[src/rtl/spi_cmd_pkg.sv]
package spi_cmd_pkg;

  typedef enum logic [3:0] {
    CLS_NONE         = 4'd0,
    CLS_READ         = 4'd1,
    CLS_DUAL_READ    = 4'd2,
    CLS_ERASE_4K     = 4'd3,
    CLS_ERASE_32K    = 4'd4,
    CLS_ERASE_64K    = 4'd5,
    CLS_CHIP_ERASE   = 4'd6,
    CLS_PROGRAM      = 4'd7,
    CLS_DUAL_PROGRAM = 4'd8,
    CLS_READ_ID      = 4'd9,
    CLS_WR_ENABLE    = 4'd10,
    CLS_WR_DISABLE   = 4'd11,
    CLS_SLEEP        = 4'd12,
    CLS_WAKE         = 4'd13,
    CLS_SOFT_RESET   = 4'd14,
    CLS_INVALID      = 4'd15
  } cmd_class_e;

  typedef enum logic [2:0] {
    PH_OPCODE, PH_ADDR, PH_DUMMY, PH_DATA, PH_IGNORE
  } phase_e;

  typedef struct packed {
    logic       known;
    cmd_class_e cls;
    logic       takes_addr;
    logic [1:0] dummy;
    logic       takes_data;
    logic       drives_out;
  } cmd_info_t;

  // Command table: class, address presence, dummy count, data phase, output drive.
  function automatic cmd_info_t lookup_cmd(input logic [7:0] op);
    cmd_info_t r;
    r.known      = 1'b1;
    r.cls        = CLS_INVALID;
    r.takes_addr = 1'b0;
    r.dummy      = 2'd0;
    r.takes_data = 1'b0;
    r.drives_out = 1'b0;
    case (op)
      8'h03: begin r.cls = CLS_READ; r.takes_addr = 1'b1; r.takes_data = 1'b1; r.drives_out = 1'b1; end
      8'h0B: begin r.cls = CLS_READ; r.takes_addr = 1'b1; r.dummy = 2'd1; r.takes_data = 1'b1; r.drives_out = 1'b1; end
      8'h1B: begin r.cls = CLS_READ; r.takes_addr = 1'b1; r.dummy = 2'd2; r.takes_data = 1'b1; r.drives_out = 1'b1; end
      8'h3B: begin r.cls = CLS_DUAL_READ; r.takes_addr = 1'b1; r.dummy = 2'd1; r.takes_data = 1'b1; r.drives_out = 1'b1; end
      8'h20: begin r.cls = CLS_ERASE_4K;  r.takes_addr = 1'b1; end
      8'h52: begin r.cls = CLS_ERASE_32K; r.takes_addr = 1'b1; end
      8'hD8: begin r.cls = CLS_ERASE_64K; r.takes_addr = 1'b1; end
      8'h60, 8'hC7: r.cls = CLS_CHIP_ERASE;
      8'h02: begin r.cls = CLS_PROGRAM;      r.takes_addr = 1'b1; r.takes_data = 1'b1; end
      8'hA2: begin r.cls = CLS_DUAL_PROGRAM; r.takes_addr = 1'b1; r.takes_data = 1'b1; end
      8'h9F: begin r.cls = CLS_READ_ID; r.takes_data = 1'b1; r.drives_out = 1'b1; end
      8'h06: r.cls = CLS_WR_ENABLE;
      8'h04: r.cls = CLS_WR_DISABLE;
      8'hB9: r.cls = CLS_SLEEP;
      8'hAB: r.cls = CLS_WAKE;
      8'hF0: r.cls = CLS_SOFT_RESET;
      default: r.known = 1'b0;
    endcase
    return r;
  endfunction

  function automatic phase_e phase_after_opcode(input cmd_info_t c);
    if (!c.known)          return PH_IGNORE;
    else if (c.takes_addr) return PH_ADDR;
    else if (c.takes_data) return PH_DATA;
    else                   return PH_IGNORE;
  endfunction

  function automatic phase_e phase_after_addr(input cmd_info_t c);
    if (c.dummy != 2'd0)   return PH_DUMMY;
    else if (c.takes_data) return PH_DATA;
    else                   return PH_IGNORE;
  endfunction

endpackage

[src/rtl/spi_edge_shifter.sv]
module spi_edge_shifter #(
  parameter int BITS = 8
) (
  input  logic            clk,
  input  logic            rst_n,
  input  logic            cs_n,
  input  logic            sck,
  input  logic            si,
  output logic            cs_rise,
  output logic            byte_done,
  output logic [BITS-1:0] byte_val,
  output logic            aligned_now
);
  localparam int IDX_W = $clog2(BITS);
  localparam logic [IDX_W-1:0] LAST_IDX = IDX_W'(BITS - 1);

  logic             sck_q, cs_q, got_byte;
  logic [IDX_W-1:0] bit_idx;
  logic [BITS-2:0]  shreg;
  logic             sck_rise;

  // Named edge events
  assign sck_rise    = sck & ~sck_q & ~cs_n;
  assign cs_rise     = cs_n & ~cs_q;
  assign byte_done   = sck_rise && (bit_idx == LAST_IDX);
  assign byte_val    = {shreg, si};
  assign aligned_now = got_byte && (bit_idx == '0);

  always_ff @(posedge clk) begin
    if (!rst_n) begin
      sck_q    <= 1'b1;
      cs_q     <= 1'b1;
      bit_idx  <= '0;
      shreg    <= '0;
      got_byte <= 1'b0;
    end else begin
      sck_q <= sck;
      cs_q  <= cs_n;
      if (cs_n) begin
        bit_idx  <= '0;
        got_byte <= 1'b0;
      end else if (sck_rise) begin
        bit_idx <= (bit_idx == LAST_IDX) ? '0 : bit_idx + 1'b1;
        shreg   <= {shreg[BITS-3:0], si};
        if (bit_idx == LAST_IDX) got_byte <= 1'b1;
      end
    end
  end

  // bit counter is empty whenever chip select was high
  assert_bits_cleared_R10: assert property (@(posedge clk) disable iff (!rst_n)
    $past(cs_n) |-> (bit_idx == '0 && !got_byte));

  // a completed byte leaves the counter at a byte boundary
  assert_byte_wrap_R1: assert property (@(posedge clk) disable iff (!rst_n)
    byte_done |=> (bit_idx == '0 && got_byte));

endmodule

[src/rtl/spi_phase_ctrl.sv]
module spi_phase_ctrl
  import spi_cmd_pkg::*;
#(
  parameter int ADDR_BYTES = 3,
  parameter int CNT_W      = 9
) (
  input  logic                    clk,
  input  logic                    rst_n,
  input  logic                    cs_n,
  input  logic                    cs_rise,
  input  logic                    byte_done,
  input  logic [7:0]              byte_val,
  input  logic                    aligned_now,
  output logic                    cmd_valid_o,
  output logic                    cmd_invalid_o,
  output logic [3:0]              cmd_class_o,
  output logic                    addr_valid_o,
  output logic [ADDR_BYTES*8-1:0] addr_o,
  output logic                    data_strobe_o,
  output logic [7:0]              data_byte_o,
  output logic [CNT_W-1:0]        data_count_o,
  output logic                    so_en_o,
  output logic                    frame_end_o,
  output logic                    frame_aligned_o
);
  localparam int ADDR_W = ADDR_BYTES * 8;
  localparam int REM_W  = (ADDR_BYTES > 4) ? $clog2(ADDR_BYTES) : 2;

  phase_e           phase;
  cmd_info_t        info;
  cmd_info_t        dec;
  phase_e           ph_after_op, ph_after_ad;
  logic [REM_W-1:0] remain;

  function automatic logic [CNT_W-1:0] sat_inc(input logic [CNT_W-1:0] c);
    return (c == '1) ? c : c + 1'b1;
  endfunction

  assign dec         = lookup_cmd(byte_val);
  assign ph_after_op = phase_after_opcode(dec);
  assign ph_after_ad = phase_after_addr(info);

  always_ff @(posedge clk) begin
    if (!rst_n) begin
      phase           <= PH_OPCODE;
      info            <= '0;
      remain          <= '0;
      cmd_valid_o     <= 1'b0;
      cmd_invalid_o   <= 1'b0;
      cmd_class_o     <= CLS_NONE;
      addr_valid_o    <= 1'b0;
      addr_o          <= '0;
      data_strobe_o   <= 1'b0;
      data_byte_o     <= '0;
      data_count_o    <= '0;
      so_en_o         <= 1'b0;
      frame_end_o     <= 1'b0;
      frame_aligned_o <= 1'b0;
    end else begin
      cmd_valid_o   <= 1'b0;
      cmd_invalid_o <= 1'b0;
      addr_valid_o  <= 1'b0;
      data_strobe_o <= 1'b0;
      frame_end_o   <= cs_rise;
      if (cs_rise) frame_aligned_o <= aligned_now;
      if (cs_n) begin
        phase   <= PH_OPCODE;
        so_en_o <= 1'b0;
      end else if (byte_done) begin
        case (phase)
          PH_OPCODE: begin
            info          <= dec;
            cmd_class_o   <= dec.cls;
            cmd_valid_o   <= dec.known;
            cmd_invalid_o <= !dec.known;
            phase         <= ph_after_op;
            remain        <= REM_W'(ADDR_BYTES - 1);
            data_count_o  <= '0;
            if (ph_after_op == PH_DATA) so_en_o <= dec.drives_out;
          end
          PH_ADDR: begin
            addr_o <= {addr_o[ADDR_W-9:0], byte_val};
            if (remain == '0) begin
              addr_valid_o <= 1'b1;
              phase        <= ph_after_ad;
              remain       <= REM_W'(info.dummy) - 1'b1;
              if (ph_after_ad == PH_DATA) so_en_o <= info.drives_out;
            end else begin
              remain <= remain - 1'b1;
            end
          end
          PH_DUMMY: begin
            if (remain == '0) begin
              phase   <= PH_DATA;
              so_en_o <= info.drives_out;
            end else begin
              remain <= remain - 1'b1;
            end
          end
          PH_DATA: begin
            data_strobe_o <= 1'b1;
            data_byte_o   <= byte_val;
            data_count_o  <= sat_inc(data_count_o);
          end
          default: ;
        endcase
      end
    end
  end

  // one verdict per opcode
  assert_one_verdict_R3: assert property (@(posedge clk) disable iff (!rst_n)
    !(cmd_valid_o && cmd_invalid_o));

  // data strobes only for classes with a data phase
  assert_strobe_class_R8: assert property (@(posedge clk) disable iff (!rst_n)
    data_strobe_o |-> (cmd_class_o inside {CLS_READ, CLS_DUAL_READ, CLS_PROGRAM,
                                           CLS_DUAL_PROGRAM, CLS_READ_ID}));

  // output drive only for read-type classes
  assert_no_drive_write_R11: assert property (@(posedge clk) disable iff (!rst_n)
    so_en_o |-> (cmd_class_o inside {CLS_READ, CLS_DUAL_READ, CLS_READ_ID}));

  // address pulse only for addressed classes
  assert_addr_class_R4: assert property (@(posedge clk) disable iff (!rst_n)
    addr_valid_o |-> (cmd_class_o inside {CLS_READ, CLS_DUAL_READ, CLS_ERASE_4K,
                      CLS_ERASE_32K, CLS_ERASE_64K, CLS_PROGRAM, CLS_DUAL_PROGRAM}));

  // frame end only follows chip select high
  assert_frame_end_R9: assert property (@(posedge clk) disable iff (!rst_n)
    frame_end_o |-> $past(cs_n));

  // nothing decoded while chip select was high
  assert_idle_quiet_R10: assert property (@(posedge clk) disable iff (!rst_n)
    $past(cs_n) |-> !(data_strobe_o || addr_valid_o || cmd_valid_o || cmd_invalid_o));

  // a strobed byte always carries a nonzero count
  assert_count_nonzero_R13: assert property (@(posedge clk) disable iff (!rst_n)
    data_strobe_o |-> (data_count_o != '0));

endmodule

[src/rtl/spi_cmd_decoder.sv]
module spi_cmd_decoder #(
  parameter int ADDR_BYTES = 3,
  parameter int CNT_W      = 9
) (
  input  logic                    clk,
  input  logic                    rst_n,
  input  logic                    cs_n,
  input  logic                    sck,
  input  logic                    si,
  output logic                    cmd_valid_o,
  output logic                    cmd_invalid_o,
  output logic [3:0]              cmd_class_o,
  output logic                    addr_valid_o,
  output logic [ADDR_BYTES*8-1:0] addr_o,
  output logic                    data_strobe_o,
  output logic [7:0]              data_byte_o,
  output logic [CNT_W-1:0]        data_count_o,
  output logic                    so_en_o,
  output logic                    frame_end_o,
  output logic                    frame_aligned_o
);
  logic       cs_rise, byte_done, aligned_now;
  logic [7:0] byte_val;

  spi_edge_shifter #(.BITS(8)) u_shift (
    .clk(clk), .rst_n(rst_n), .cs_n(cs_n), .sck(sck), .si(si),
    .cs_rise(cs_rise), .byte_done(byte_done), .byte_val(byte_val),
    .aligned_now(aligned_now)
  );

  spi_phase_ctrl #(.ADDR_BYTES(ADDR_BYTES), .CNT_W(CNT_W)) u_phase (
    .clk(clk), .rst_n(rst_n), .cs_n(cs_n), .cs_rise(cs_rise),
    .byte_done(byte_done), .byte_val(byte_val), .aligned_now(aligned_now),
    .cmd_valid_o(cmd_valid_o), .cmd_invalid_o(cmd_invalid_o),
    .cmd_class_o(cmd_class_o), .addr_valid_o(addr_valid_o), .addr_o(addr_o),
    .data_strobe_o(data_strobe_o), .data_byte_o(data_byte_o),
    .data_count_o(data_count_o), .so_en_o(so_en_o),
    .frame_end_o(frame_end_o), .frame_aligned_o(frame_aligned_o)
  );

endmodule

[config.mk]
export PLATFORM = sky130hd
export DESIGN_NAME = spi_cmd_decoder
export DESIGN_NICKNAME = d
export VERILOG_FILES = /design/src/rtl/spi_cmd_pkg.sv /design/src/rtl/spi_edge_shifter.sv /design/src/rtl/spi_phase_ctrl.sv /design/src/rtl/spi_cmd_decoder.sv
export SDC_FILE = /design/constraint.sdc
export NUM_CORES = 1
export LEC_CHECK = 0
export BUFFER_PORTS_ARGS = -buffer_cell sky130_fd_sc_hd__buf_4
export CAP_MARGIN = 5
export CORE_ASPECT_RATIO = 1.4
export CORE_MARGIN = 8
export CORE_UTILIZATION = 55
export CTS_CLUSTER_SIZE = 14
export DETAILED_ROUTE_END_ITERATION = 8
export HOLD_SLACK_MARGIN = 0.06
export PLACE_DENSITY = 0.82
export SLEW_MARGIN = 0
export SYNTH_ARGS = -nofsm -noshare
export SYNTH_HDL_FRONTEND = slang
export SYNTH_HIERARCHICAL = 1
export SYNTH_SLANG_ARGS = --single-unit
[constraint.sdc]
create_clock -name clk -period 3 [get_ports clk]
set_input_delay 0.15 -clock clk [delete_from_list [all_inputs] [get_ports clk]]
set_output_delay 0.15 -clock clk [all_outputs]
set_load 0.02 [all_outputs]
==> flow_summary.yaml <==
yosys:
  synth_cell_types: 59
  netlist_area_mm2: 0.00344
  synth_fp_nets: 429
  yosys_warnings: 6
  ys.flop_type: "dfxtp_1"
  synth-async-reset-ratio_pct: 0
  syn-mean-instance-area_um2: 8.25
  synth_most_common_cell: "dfxtp_1"
  yosys-top-cells-area: "dfxtp_1 (43%), nand2_1 (8.0%), a21oi_1 (5.7%)"
  synth_edf_count: 0
  synth-seq-cells: 74
  ys_seq_area_share_pct: 43.1
  synth_top_area_share_pct: 43.1
  synth_common_cells: "dfxtp_1 (74), nand2_1 (73), a21oi_1 (39)"
  synth_cells: 417
  synth_top_area_cell: "dfxtp_1"
worst_setup_path:
  worstPathMaxFanout: 25
  critPathRequiredTime_ns: 3.19
  r2r_cells: 6
  worst_setup_path_end_kind: "flop"
  critPathLaunchType: "input pin"
  cpPeakStageDelay_ns: 0.62
  path_buf_inv: 2
  crit_path_cell_trace: "dlygate4sd3_1 -> buf_4 -> nor3b_2 -> and2_1 -> nor3b_2 -> nand2b_1 -> nand2_1 -> a21oi_1"
  r2r-end: "u_phase/addr_o[10]"
  cpMostUsedCell: "nor3b_2"
  path_class: "input pin to flop"
  r2r-start: "u_shift/sck_q"
  regToRegSetupSlack_ns: 0.37
  worstPathArrival_ns: 2.93
  slowest_stage: "nand2b_1"
  path_delay_family: "simple AND/OR/NAND/NOR gates"
floorplanning:
  coreArea_mm2: 0.00613
  die_area_mm2: 0.00908
  die_y_um: 110
  rows: 34
  io_pins: 57
  initial_core_util_pct: 56.1
  die_x_um: 82.8
drt:
  wl_per_cell_um: 15.7
  viasPerCell: 5.80
  drt_first_pass_iters: 5
  ant_nets: 0
  drc_errors: 0
  first_iter_violations: 216
  routed_wl_mm: 8.41
  vias: 3108
clock_tree:
  cts.path.max_buffers: 2
  clk_latency_ns: 0.35
  root_buffer: "clkbuf_8"
  htree_levels: 3
  post_cts_resized: 0
  clk_pin_slew_worst_paths_ns: 0.07
  cts_tree: "done"
  numCtsBuffers: 9
  cts_setup_buffers: 0
  cts.sinks: 74
  hold_buffers: 1
power:
  total_power_uw: 1780
  peakVddDrop_mv: 0.404
  leakage_uw: 0.00156
  power.density_mw_per_mm2: 442
worst_hold_path:
  hold_path_class: "input pin to flop"
  min_to: "u_shift/sck_q"
  min_path_cells: 2
  hp-start: "rst_n"
sta:
  finalCritPeriodShare_pct: 91.3
  relSlewSlack_pct: 42.1
  timing.fmax_mhz: 365
  setup_viol: 0
  fin_ws_ns: 0.262
  finalWorstPathRequiredPeriod_ns: 2.74
  drv_slew: 0
  setup_tns_ns: 0
  clock_skew_ns: 0.00866
  rsz0062_at_grt: "false"
  finalHoldViolations: 0
  worstMarginPinSlew_ns: 0.869
global_route:
  first_global_vias: 3037
  grt.total_usage_pct: 18.2
  grt_use_met1_pct: 19.5
  overflow: 0
  grt_util_met2_pct: 31.3
  antenna_found_initial: 0
  gr-usage-met3_pct: 5.63
  grt_max_degree: 46
  grt_pass1_wl_mm: 14.0
  grt-busiest-layer: "met2"
job:
  maxCapViolCount: 0
finish:
  finalNonFillerCells: 536
  syn2layout_area_growth_pct: 17.4
  drive_gt1_share_pct: 19.0
  fin_nets: 472
  post-route-util_pct: 65.9
  fill_cells: 517
  antenna_cells: 0
place:
  gp_congestion: 0.864
  placed_cells: 520
  port_buffers: 56
  dp_hpwl_mm: 5.91
  dp_slack_ns: 0.382
run_status:
  status: "completed"
stage by stage:
stage                     instance area [um2]  hold WS (ns)
after floorplan                          3440         0.223
after global placement                   3830         0.357
after detailed placement                 3830         0.361
after CTS                                4040         0.102
after global routing                     4040         0.137
final                                    4040         0.117
state kept, by name, indices dropped and copies added, names as in the netlist, 2 cells and up:
signal                count
u_phase/data_count_o      9
u_phase/addr_o           24
u_phase/remain            2
u_phase/phase             3
u_shift/shreg             7
u_phase/cmd_class_o       4
u_shift/bit_idx           3
u_phase/data_byte_o       8
u_phase/info              4
cell type report:
class | count | area [um2] | area share [%]
multi-input combinational | 306 | 1790 | 44.3
sequential | 74 | 1480 | 36.7
timing repair buffer | 59 | 445 | 11.0
clock buffer | 10 | 138 | 3.41
tap | 72 | 90.1 | 2.23
clock inverter | 5 | 55.1 | 1.36
inverter | 10 | 37.5 | 0.930
worst register-to-register path, cell delays in order, from the launching register on:
cell and delay [ns]:
dfxtp_1 0.33, nor3b_2 0.41, and2_1 0.25, nor3b_2 0.52
nand2b_1 0.62, nand2_1 0.26, a21oi_1 0.09
worst max path at each step:
stage	end	cells past startpoint	slack, ns	startpoint
after floorplan	u_phase/cmd_class_o[3]	6	0.87	u_shift/sck_q
after global placement	u_phase/addr_o[4]	7	0.49	cs_n
after detailed placement	u_phase/addr_o[4]	7	0.38	cs_n
after CTS	u_phase/addr_o[10]	8	0.28	sck
after global routing	u_phase/addr_o[7]	8	0.01	sck
final	u_phase/addr_o[10]	8	0.26	sck
where the power goes:
group          internal (uW)  switching [uW]
Clock                    399             354
Combinational           13.4            30.9
Sequential               984            2.53
layout by cell type, fill, tap and decap left out, types with 5 or more instances in the layout:
master / instances
dfxtp_1: 74
nand2_1: 73
buf_4: 58
a21oi_1: 39
nor2_1: 33
nand3_1: 19
o21ai_0: 14
mux2i_1: 13
clkbuf_8: 10
inv_1: 9
nand2b_1: 9
ha_1: 7
or3_1: 6
nor3_1: 6
nor2b_1: 5
and2_1: 5
xor2_1: 5
cells by family after synthesis:
| group | count (synthesis) | synth area share, % |
|---|---|---|
| simple gates | 195 | 28.8 |
| compound gates | 81 | 14.3 |
| buf+inv | 37 | 4.91 |
| xor+xnor | 9 | 2.29 |
| mux | 13 | 3.78 |
| fa+ha+maj | 8 | 2.84 |
| flops | 74 | 43.1 |
layer usage:
layer	vias up	share of wire, %
met2	117	49
met3	26	6.6
li1	1528	-
met1	1437	41
met5	-	0
met4	0	3.6
Power figures use the tool's default switching activity.
